$ cat config.mk
export PLATFORM = sky130hd
export DESIGN_NAME = tw_serial_port
export DESIGN_NICKNAME = d
export VERILOG_FILES = /design/src/rtl/tw_pkg.sv /design/src/rtl/tw_sync.sv /design/src/rtl/tw_rx.sv /design/src/rtl/tw_tx.sv /design/src/rtl/tw_serial_port.sv
export SDC_FILE = /design/constraint.sdc
export NUM_CORES = 1
export LEC_CHECK = 0
export ABC_AREA = 1
export BUFFER_PORTS_ARGS = -buffer_cell sky130_fd_sc_hd__clkbuf_2
export CORE_MARGIN = 2
export CORE_UTILIZATION = 53
export DETAILED_ROUTE_END_ITERATION = 12
export PLACE_DENSITY = 0.73
export SKIP_LAST_GASP = 1
export SLEW_MARGIN = 20
export SYNTH_ARGS = -nofsm -noshare
export SYNTH_HDL_FRONTEND = slang
export SYNTH_SLANG_ARGS = --single-unit
export TNS_END_PERCENT = 20
$ cat constraint.sdc
create_clock -name clk -period 1.6 [get_ports clk]
set_clock_uncertainty 0.1 [all_clocks]
set_input_delay 0 -clock clk [delete_from_list [all_inputs] [get_ports clk]]
set_output_delay 0 -clock clk [all_outputs]
set_load 0.05 [all_outputs]
$ cat src/rtl/tw_pkg.sv
package tw_pkg;
  typedef enum logic [2:0] {
    ST_IDLE,
    ST_HDR_HI,
    ST_HDR_LO,
    ST_WRITE,
    ST_READ
  } tw_state_e;
endpackage

$ cat src/rtl/tw_sync.sv
module tw_sync #(
  parameter int W            = 3,
  parameter int STAGES       = 2,
  parameter logic [W-1:0] RST_VAL = '0
) (
  input  logic         clk,
  input  logic         rst,
  input  logic [W-1:0] d,
  output logic [W-1:0] q
);
  for (genvar b = 0; b < W; b++) begin : g_bit
    logic [STAGES-1:0] chain;
    always_ff @(posedge clk) begin
      if (rst) chain <= {STAGES{RST_VAL[b]}};
      else     chain <= {chain[STAGES-2:0], d[b]};
    end
    assign q[b] = chain[STAGES-1];
  end
endmodule

$ cat src/rtl/tw_rx.sv
module tw_rx #(
  parameter int DW = 8,
  localparam int CW = $clog2(DW)
) (
  input  logic          clk,
  input  logic          rst,
  input  logic          clr,
  input  logic          en,
  input  logic          rise,
  input  logic          sda,
  output logic [CW-1:0] cnt,
  output logic          byte_done,
  output logic [DW-1:0] byte_val
);
  logic [DW-1:0] sh;

  always_ff @(posedge clk) begin
    if (rst || clr) begin
      sh  <= '0;
      cnt <= '0;
    end else if (en && rise) begin
      sh  <= {sda, sh[DW-1:1]};
      cnt <= cnt + 1'b1;
    end
  end

  assign byte_done = en && rise && (cnt == CW'(DW-1));
  assign byte_val  = {sda, sh[DW-1:1]};
endmodule

$ cat src/rtl/tw_tx.sv
module tw_tx #(
  parameter int DW = 8,
  localparam int CW = $clog2(DW)
) (
  input  logic          clk,
  input  logic          rst,
  input  logic          clr,
  input  logic          en,
  input  logic          fall,
  input  logic [CW-1:0] cnt,
  input  logic [DW-1:0] load_val,
  output logic          sda_o
);
  logic [DW-1:0] sh;

  always_ff @(posedge clk) begin
    if (rst || clr) begin
      sh    <= '0;
      sda_o <= 1'b0;
    end else if (en && fall) begin
      if (cnt == '0) begin
        sh    <= load_val;
        sda_o <= load_val[0];
      end else begin
        sda_o <= sh[cnt];
      end
    end
  end

  AST_TX_ONLY_ON_FALL: assert property (@(posedge clk) disable iff (rst)
    (!fall && !clr) |=> $stable(sda_o));
endmodule

$ cat src/rtl/tw_serial_port.sv
module tw_serial_port #(
  parameter int AW = 14,
  parameter int DW = 8,
  parameter int SYNC_STAGES = 2
) (
  input  logic          clk,
  input  logic          rst,
  input  logic          sck_i,
  input  logic          ncs_i,
  input  logic          sda_i,
  output logic          sda_o,
  output logic          sda_oe,
  output logic [AW-1:0] mem_addr,
  output logic          mem_we,
  output logic [DW-1:0] mem_wdata,
  output logic          mem_re,
  input  logic [DW-1:0] mem_rdata
);
  import tw_pkg::*;

  localparam int HI_W = AW - DW;
  localparam int CW   = $clog2(DW);

  logic [2:0]    sync_q;
  logic          s_sck, s_ncs, s_sda;
  logic          sck_q, ncs_q;
  logic          sck_rise, sck_fall, ncs_fall;
  logic [CW-1:0] bit_cnt;
  logic          byte_done;
  logic [DW-1:0] byte_val;
  tw_state_e     state;
  logic [HI_W:0] hdr_hi;
  logic [AW-1:0] ptr;
  logic          rd_pend;
  logic [DW-1:0] txbuf;

  tw_sync #(.W(3), .STAGES(SYNC_STAGES), .RST_VAL(3'b011)) u_sync (
    .clk(clk), .rst(rst), .d({sda_i, ncs_i, sck_i}), .q(sync_q));

  assign s_sck = sync_q[0];
  assign s_ncs = sync_q[1];
  assign s_sda = sync_q[2];

  always_ff @(posedge clk) begin
    if (rst) begin
      sck_q <= 1'b1;
      ncs_q <= 1'b1;
    end else begin
      sck_q <= s_sck;
      ncs_q <= s_ncs;
    end
  end

  assign sck_rise = s_sck & ~sck_q;
  assign sck_fall = ~s_sck & sck_q;
  assign ncs_fall = ~s_ncs & ncs_q;

  tw_rx #(.DW(DW)) u_rx (
    .clk(clk), .rst(rst), .clr(s_ncs), .en(state != ST_IDLE),
    .rise(sck_rise), .sda(s_sda), .cnt(bit_cnt),
    .byte_done(byte_done), .byte_val(byte_val));

  tw_tx #(.DW(DW)) u_tx (
    .clk(clk), .rst(rst), .clr(s_ncs), .en(state == ST_READ),
    .fall(sck_fall), .cnt(bit_cnt), .load_val(txbuf), .sda_o(sda_o));

  always_ff @(posedge clk) begin
    if (rst) begin
      state     <= ST_IDLE;
      hdr_hi    <= '0;
      ptr       <= '0;
      mem_addr  <= '0;
      mem_wdata <= '0;
      mem_we    <= 1'b0;
      mem_re    <= 1'b0;
      sda_oe    <= 1'b0;
      rd_pend   <= 1'b0;
      txbuf     <= '0;
    end else begin
      mem_we  <= 1'b0;
      mem_re  <= 1'b0;
      rd_pend <= mem_re;
      if (rd_pend) txbuf <= mem_rdata;
      if (s_ncs) begin
        state  <= ST_IDLE;
        sda_oe <= 1'b0;
      end else begin
        if (state == ST_IDLE && ncs_fall) state <= ST_HDR_HI;
        if (byte_done) begin
          case (state)
            ST_HDR_HI: begin
              hdr_hi <= byte_val[HI_W:0];
              state  <= ST_HDR_LO;
            end
            ST_HDR_LO: begin
              if (hdr_hi[HI_W]) begin
                mem_re   <= 1'b1;
                mem_addr <= {hdr_hi[HI_W-1:0], byte_val};
                ptr      <= {hdr_hi[HI_W-1:0], byte_val} + 1'b1;
                sda_oe   <= 1'b1;
                state    <= ST_READ;
              end else begin
                ptr   <= {hdr_hi[HI_W-1:0], byte_val};
                state <= ST_WRITE;
              end
            end
            ST_WRITE: begin
              mem_we    <= 1'b1;
              mem_addr  <= ptr;
              mem_wdata <= byte_val;
              ptr       <= ptr + 1'b1;
            end
            default: ;
          endcase
        end
        if (state == ST_READ && sck_fall && bit_cnt == '0) begin
          mem_re   <= 1'b1;
          mem_addr <= ptr;
          ptr      <= ptr + 1'b1;
        end
      end
    end
  end

  AST_OE_DROPS_ON_DESELECT: assert property (@(posedge clk) disable iff (rst)
    s_ncs |=> !sda_oe);
  AST_OE_HELD_WHILE_SELECTED: assert property (@(posedge clk) disable iff (rst)
    (sda_oe && !s_ncs) |=> sda_oe);
  AST_WE_SINGLE_CYCLE: assert property (@(posedge clk) disable iff (rst)
    mem_we |=> !mem_we);
  AST_WE_NOT_IN_READ: assert property (@(posedge clk) disable iff (rst)
    mem_we |-> !sda_oe);
  AST_RE_SINGLE_CYCLE: assert property (@(posedge clk) disable iff (rst)
    mem_re |=> !mem_re);
  AST_RE_ONLY_IN_READ: assert property (@(posedge clk) disable iff (rst)
    mem_re |-> sda_oe);
endmodule

==> results of run 1 <==
==> power groups by stage <==
stage	Sequential, uW	Combinational (uW)	Clock, uW
floorplan	2170	42.2	0
global placement	2170	74.5	0
detailed placement	2170	75.5	0
CTS	2120	103	1660
global route	2120	116	1740
finish	2120	106	1620
==> through the flow <==
stage / hold slack (ps) / util
2_1_floorplan: 3.81 / -
3_3_place_gp: 86.2 / 0.639
3_5_place_dp: 85.4 / 0.639
4_1_cts: 260 / 0.695
5_1_grt: 260 / 0.714
6_report: 277 / 0.714
==> final timing paths <==
path | from | slack, ps | end
hold / removal | sda_i | 280 | u_sync.g_bit[2].chain[0]
setup reg to reg | u_rx.cnt[0] | -120 | mem_addr[4]
setup / recovery | u_rx.cnt[0] | -120 | mem_addr[4]
hold reg to reg | u_sync.g_bit[2].chain[0] | 310 | u_sync.g_bit[2].chain[1]
==> metal layers <==
metal	vias up	wire (um)	GRT usage
met5	-	0	0
met4	0	225	0.0682
met3	25	616	0.0606
met2	131	5230	0.441
met1	1897	5140	0.365
li1	2059	-	-
==> sequential cells by signal, summed over array words and instances, names as in the netlist, 3 cells and up <==
signal              count
u_rx.sh                 7
mem_wdata               8
hdr_hi                  7
state                   3
u_sync.g_bit.chain      6
ptr                    14
mem_addr               14
u_rx.cnt                3
txbuf                   8
u_tx.sh                 8
==> cell type report <==
type,instances,area [um2]
sequential,85,1720
timing repair buffer,110,852
clock buffer,10,138
inverter,53,206
multi-input combinational,409,2090
clock inverter,6,76.3
fill,617,2090
tap,99,124
==> worst register-to-register path, cell delays in order, from the launching register on <==
cell	delay (ps)
dfxtp_4	380
inv_4	50
ha_4	160
nand2_4	80
nor2_4	50
buf_6	130
nor2_4	230
buf_2	200
nand2_1	70
o21ai_0	80
nor2_1	70
nor2_1	90
==> synthesized netlist by cell type (all sizes together) <==
| cell | count | area [um2] |
|---|---|---|
| a21oi | 45 | 225 |
| ha | 5 | 62.6 |
| buf | 14 | 95.1 |
| a31oi | 1 | 6.26 |
| o22ai | 1 | 6.26 |
| xor2 | 5 | 43.8 |
| clkinv | 2 | 7.51 |
| nand3 | 36 | 205 |
| o21bai | 1 | 7.51 |
| nand2 | 91 | 347 |
| nor3 | 6 | 30.0 |
| nor2 | 113 | 479 |
| nand3b | 1 | 7.51 |
| clkbuf | 9 | 35.0 |
| inv | 51 | 194 |
| dfxtp | 85 | 1700 |
| nand4 | 7 | 43.8 |
| o211ai | 2 | 15.0 |
| or2 | 6 | 37.5 |
| o21ai | 86 | 442 |
| xnor2 | 2 | 17.5 |
==> logic make-up after synthesis <==
| kind of cell | Yosys count | synth area share |
|---|---|---|
| adders and majority gates | 5 | 0.0156 |
| DFF | 85 | 0.424 |
| buffers and inverters | 76 | 0.0827 |
| xor gates and xnor gates | 7 | 0.0153 |
| AOI/OAI and AO/OA | 136 | 0.175 |
| and+or+nand+nor | 260 | 0.287 |
==> what timing repair did <==
item / CTS / global route
buffers inserted: 3 / 5
setup endpoints to repair: 31 / 47
hold buffers: 14 / 0
cloned: 0 / 3
endpoints found under the hold margin: 16 / 0
pin swaps: 8 / 11
gates resized for setup: 12 / 31
==> metrics.md, run 1 <==
| Metric | Value |
|---|---|
| GPL Wtd Cong | 0.919 |
| Area growth syn-to-layout | 29.8% |
| Core area | ~7300 um2 |
| Worst slack, placed | -151 ps |
| RSZ-0062 raised after global routing | true |
| DP Area | 4660 um2 |
| Initial DRT Pass Iterations | 4 |
| Fin worst setup slack | -124 ps |
| Antenna viol nets, final | 0 |
| Largest net degree at the start of global routing | 44 |
| Vias per cell | 5.33 |
| CTS tree | yes |
| Min-Delay Path Depth | 4 |
| FP Rows | 31 |
| Vias post-DR | 4112 |
| Worst slew pin tran | approximately 420 ps |
| CP max-delay cell | dfxtp_4 |
| Final setup viols | 38 |
| Comb power frac | 0.028 |
| Final Critical Period | 1720 ps |
| Critical Path Fanout Max | 6 |
| Total of max-cap violations | 0 |
| Die Y | approximately 91 um |
| Clock sink total | 85 |
| Crit path DAT | 1930 ps |
| Critical Path Stages | 11 |
| Share of cells above drive strength 1 | 0.239 |
| Finished Cell Area | about 5200 um2 |
| Leakage | 0.00217 uW |
| Internal power | 2960 uW |
| Post-Route WL | roughly 11 mm |
| Number of global-route vias before repair | 3830 |
| All-layer global routing usage | 0.271 |
| # diodes | 0 |
| DRC Markers | 0 |
| Failing checks | setup timing |
| GRT Residual Overflow | 0 |
| Worst Reg-to-Reg Cells | 11 |
| Clk network pwr share | 0.422 |
| Nature of the critical path endpoint | flip-flop |
| Die Area | 8280 um2 |
| HPWL Detailed | 7.52 mm |
| Nets | 686 |
| Slew margin rel. | 0.720 |
| Worst path cell trace | inv_4 -> ha_4 -> nand2_4 -> nor2_4 -> buf_6 -> nor2_4 -> buf_2 -> nand2_1 -> o21ai_0 -> nor2_1 -> nor2_1 |
| Commonest non-fill, non-tap cell in the layout | nor2_1 |
| Tcrit/Tclk final | 1.08 |
| Switching Share | 0.231 |
| Top Family by Delay on Critical Path | simple AND/OR/NAND/NOR gates |
| Pwr dens | approximately 740 nW/um2 |
| Top Ports | 39 |
| Total power draw | 3850 uW |
| Netlist Area Pre-Place | 4010 um2 |
| WS Path Type | reg -> reg |
| Peak supply drop | approximately 0.00057 V |
| PortBufs | 38 |
| Initial Util | 0.550 |
| Initial DRC count | 325 |
| Final cell count without fillers | 772 |
| Crit path largest cell delay | around 380 ps |
| DR WL/cell | 14.5 um |
| Root Driver | clkbuf_8 |
| Bufs on Longest Clock Path | 2 |
| Clock-pin transition on the worst setup and hold timing paths | 90 ps |
| Synth Instances | 569 |
| Worst hold path type | in -> reg |
| Worst EP required | 1810 ps |
| Critical path buffer and inverter count | 3 |
| Ys Warns | 0 |
| Post-synth cell types | 32 |
| Setup TNS | -3260 ps |
| Antenna violations before repair | 0 |
| Commonest non-fill, non-tap cells in the layout | nor2_1, nand2_1, dfxtp_1 |
| Reg power frac | 0.551 |
| Die X-Extent | 91.0 um |
| First-pass GRT wire length | roughly 18 mm |
| NetSw | a little under 900 uW |
| Crit path launch type | flip-flop |
| Placed insts | 731 |
| Post-synthesis sequential area ratio | 0.424 |
| Final Hold Vio Count | 0 |
| Outcome | finished, violations left |
| Post-Synthesis Net Count | 587 |
| H-tree depth | 3 |
| Max-slew violations | 0 |
| Max Clock Freq | 0.580 GHz |
| Yosys reg bits | 85 |
| Syn_area_per_cell | between 7 and 8 um2 |
| Clock Latency Late Sink | 370 ps |
| TritonCTS buffer count | 9 |
(Power assumes the default switching activity.)
==> inputs of run 2 (changes only) <==
Settings changed: CORE_UTILIZATION 53 to 55.
Clock period 1.6 ns to 1.69 ns, I/O delays scaled along.
==> run 2 against run 1 <==
  * The flow now finishes without violations
  * Largest cell class unchanged
  * Cell count decreased by 2.1%
  * Fmax grew 3.7%
  * Register-to-register slack better by 150 ps
==> metrics.md, run 2 (same netlist as run 1, synthesis figures left out) <==
| Metric | Value |
|---|---|
| Commonest non-fill, non-tap cell in the layout | nor2_1 |
| Worst slew pin tran | 584 ps (+164 ps) |
| Nature of the critical path endpoint | flip-flop |
| GPL Wtd Cong | 0.907 (-1.3%) |
| Crit path launch type | flip-flop |
| Die X-Extent | 89.4 um (-1.8%) |
| Peak supply drop | 0.000561 V (-2.1%) |
| Vias per cell | 5.32 (-0.12%) |
| Hold Path End | u_sync.g_bit[1].chain[0] |
| Critical path buffer and inverter count | 3 (unchanged) |
| Layout filler cell count | 600 (-2.8%) |
| Top Ports | 39 (unchanged) |
| All-layer global routing usage | 0.266 (-0.00488) |
| Clock sink total | 85 (unchanged) |
| Number of global-route vias before repair | 3554 (-7.2%) |
| Share of cells above drive strength 1 | 0.234 (-0.00483) |
| Largest net degree at the start of global routing | 44 (unchanged) |
| FP Rows | 31 (unchanged) |
| HPWL Detailed | 7.13 mm (-5.2%) |
| Post-Route WL | 10.6 mm (-5.8%) |
| Max-slew violations | 0 (unchanged) |
| Area growth syn-to-layout | 27.0% |
| Worst EP required | 1850 ps (+40 ps) |
| Die Area | 7990 um2 (-3.5%) |
| Root Driver | clkbuf_8 |
| Total power draw | 3770 uW (-2.0%) |
| GRT Residual Overflow | 0 (unchanged) |
| Pwr dens | 741 nW/um2 (+0.15%) |
| Worst path cell trace | inv_1 -> nand2_2 -> nor2_1 -> inv_1 -> nor2_1 -> nor2_4 -> buf_6 -> o21ai_0 -> nor2_1 |
| HP Start | ncs_i |
| Hold slack | 257 ps (-20.6 ps) |
| Antenna viol nets, final | 0 (unchanged) |
| Most frequent CP cell | nor2_1 |
| Leakage | 0.00210 uW (-3.3%) |
| DR WL/cell | 14.0 um (-3.8%) |
| Tcrit/Tclk final | 0.984 (-0.0937) |
| Initial DRC count | 249 (-23%) |
| Worst Reg-to-Reg Cells | 9 (-2) |
| WS Path Type | reg -> reg |
| Top Family by Delay on Critical Path | simple AND/OR/NAND/NOR gates |
| Setup TNS | 0 ps (+3260 ps) |
| Flop2flop setup slack | 30 ps (+150 ps) |
| R2r endpoint | mem_addr[7] |
| RSZ-0062 raised after global routing | true |
| Initial Util | 0.562 (+0.0120) |
| Worst hold path type | in -> reg |
| Antenna violations before repair | 0 (unchanged) |
| Total of max-cap violations | 0 (unchanged) |
| Outcome | finished clean |
| Nets | 670 (-2.3%) |
| CTS tree | yes |
| H-tree depth | 3 (unchanged) |
| Worst r2r src | state[2] |
| Crit path largest cell delay | 350 ps (-30 ps) |
| Final Critical Period | 1660 ps (-61.4 ps) |
| DRC Markers | 0 (unchanged) |
| Final setup viols | 0 (-100%) |
| # diodes | 0 (unchanged) |
| Top Registers | mem_addr (14), ptr (14) |
| Commonest non-fill, non-tap cells in the layout | nor2_1, nand2_1, dfxtp_1 |
| Bufs on Longest Clock Path | 2 (unchanged) |
| Final Util | 0.713 (about the same) |
| Die Y | 89.4 um (-1.8%) |
| Final Hold Vio Count | 0 (unchanged) |
| Vias post-DR | 4022 (-2.2%) |
| CP max-delay cell | dfxtp_2 |
| Crit path DAT | 1820 ps (-110 ps) |
| Clock Latency Late Sink | 360 ps (about the same) |
| TritonCTS buffer count | 9 (unchanged) |
| Critical Path Fanout Max | 7 (+1) |
| First-pass GRT wire length | 16.4 mm (-9.3%) |
| Core area | 7140 um2 (-2.1%) |
| Initial DRT Pass Iterations | 5 (+1) |
| Clock-pin transition on the worst setup and hold timing paths | 90 ps (about the same) |
| Min-Delay Path Depth | 3 (-1) |
| PortBufs | 38 (unchanged) |
| Max Clock Freq | 0.601 GHz (+3.7%) |
| Slew margin rel. | 0.610 (-0.111) |
-- run 2: cell types whose count changed in the layout (fill, tap and decap cells not counted), sizes merged --
cell / previous run / this run
buf: 58 / 45
bufinv: 1 / 2
clkbuf: 48 / 47
clkinv: 3 / 2
clkinvlp: 0 / 2
dlygate4sd3: 14 / 12
inv: 55 / 54
nor2: 114 / 113
-- run 2: worst min-delay path, cell delays in order --
cell and delay [ps]:
dlygate4sd3_1 520, clkbuf_2 90, or2_2 80
-- run 2: worst max-delay path by stage --
stage | startpoint | to | slack, ps | cells past startpoint
after floorplan | u_rx.cnt[0] | mem_addr[4] | 0.07 | 10
after global placement | ptr[0] | ptr[10] | -7 | 11
after detailed placement | u_rx.cnt[1] | mem_addr[13] | -70 | 9
after CTS | ptr[0] | ptr[10] | -30 | 11
after global routing | state[2] | mem_addr[7] | -110 | 9
final | state[2] | mem_addr[7] | 30 | 9
-- run 2: through the flow --
stage	cell area (um2)	setup slack (ps)	std cells
4_1_cts	4910	-34.5	753
3_3_place_gp	4490	-7.21	718
2_1_floorplan	4010	0.0742	569
6_report	5090	27.2	756
5_1_grt	5090	-110	756
3_5_place_dp	4490	-72.9	718
-- run 2: cell type report --
cell class	instances	area (um2)	area share
flip-flops and latches	85	1720	0.338
clock inverters	7	104	0.0204
well taps	99	124	0.0243
repair buffers	95	713	0.140
inverters	53	206	0.0406
clock buffers	9	124	0.0243
multi-input cells	408	2100	0.412
-- run 2: repair_timing --
item                                    4_1_cts  5_1_grt
setup buffers                                 7        3
hold endpoints to repair                     16        0
hold buffers                                 12        0
resized for setup                            11       49
endpoints found under the setup margin       27       56
pin swaps                                     6       13
-- run 2: routing by layer --
metal | global-route usage | share of wire
met5 | 0 | 0
met4 | 0.125 | 0.030
met3 | 0.0379 | 0.043
met2 | 0.463 | 0.50
met1 | 0.323 | 0.43
-- run 2: report_power, final --
part           internal [uW]  switching (uW)  leakage [uW]
logic                   47.5            50.5       0.00130
registers               2000            2.72      0.000692
clock network            853             816      0.000108
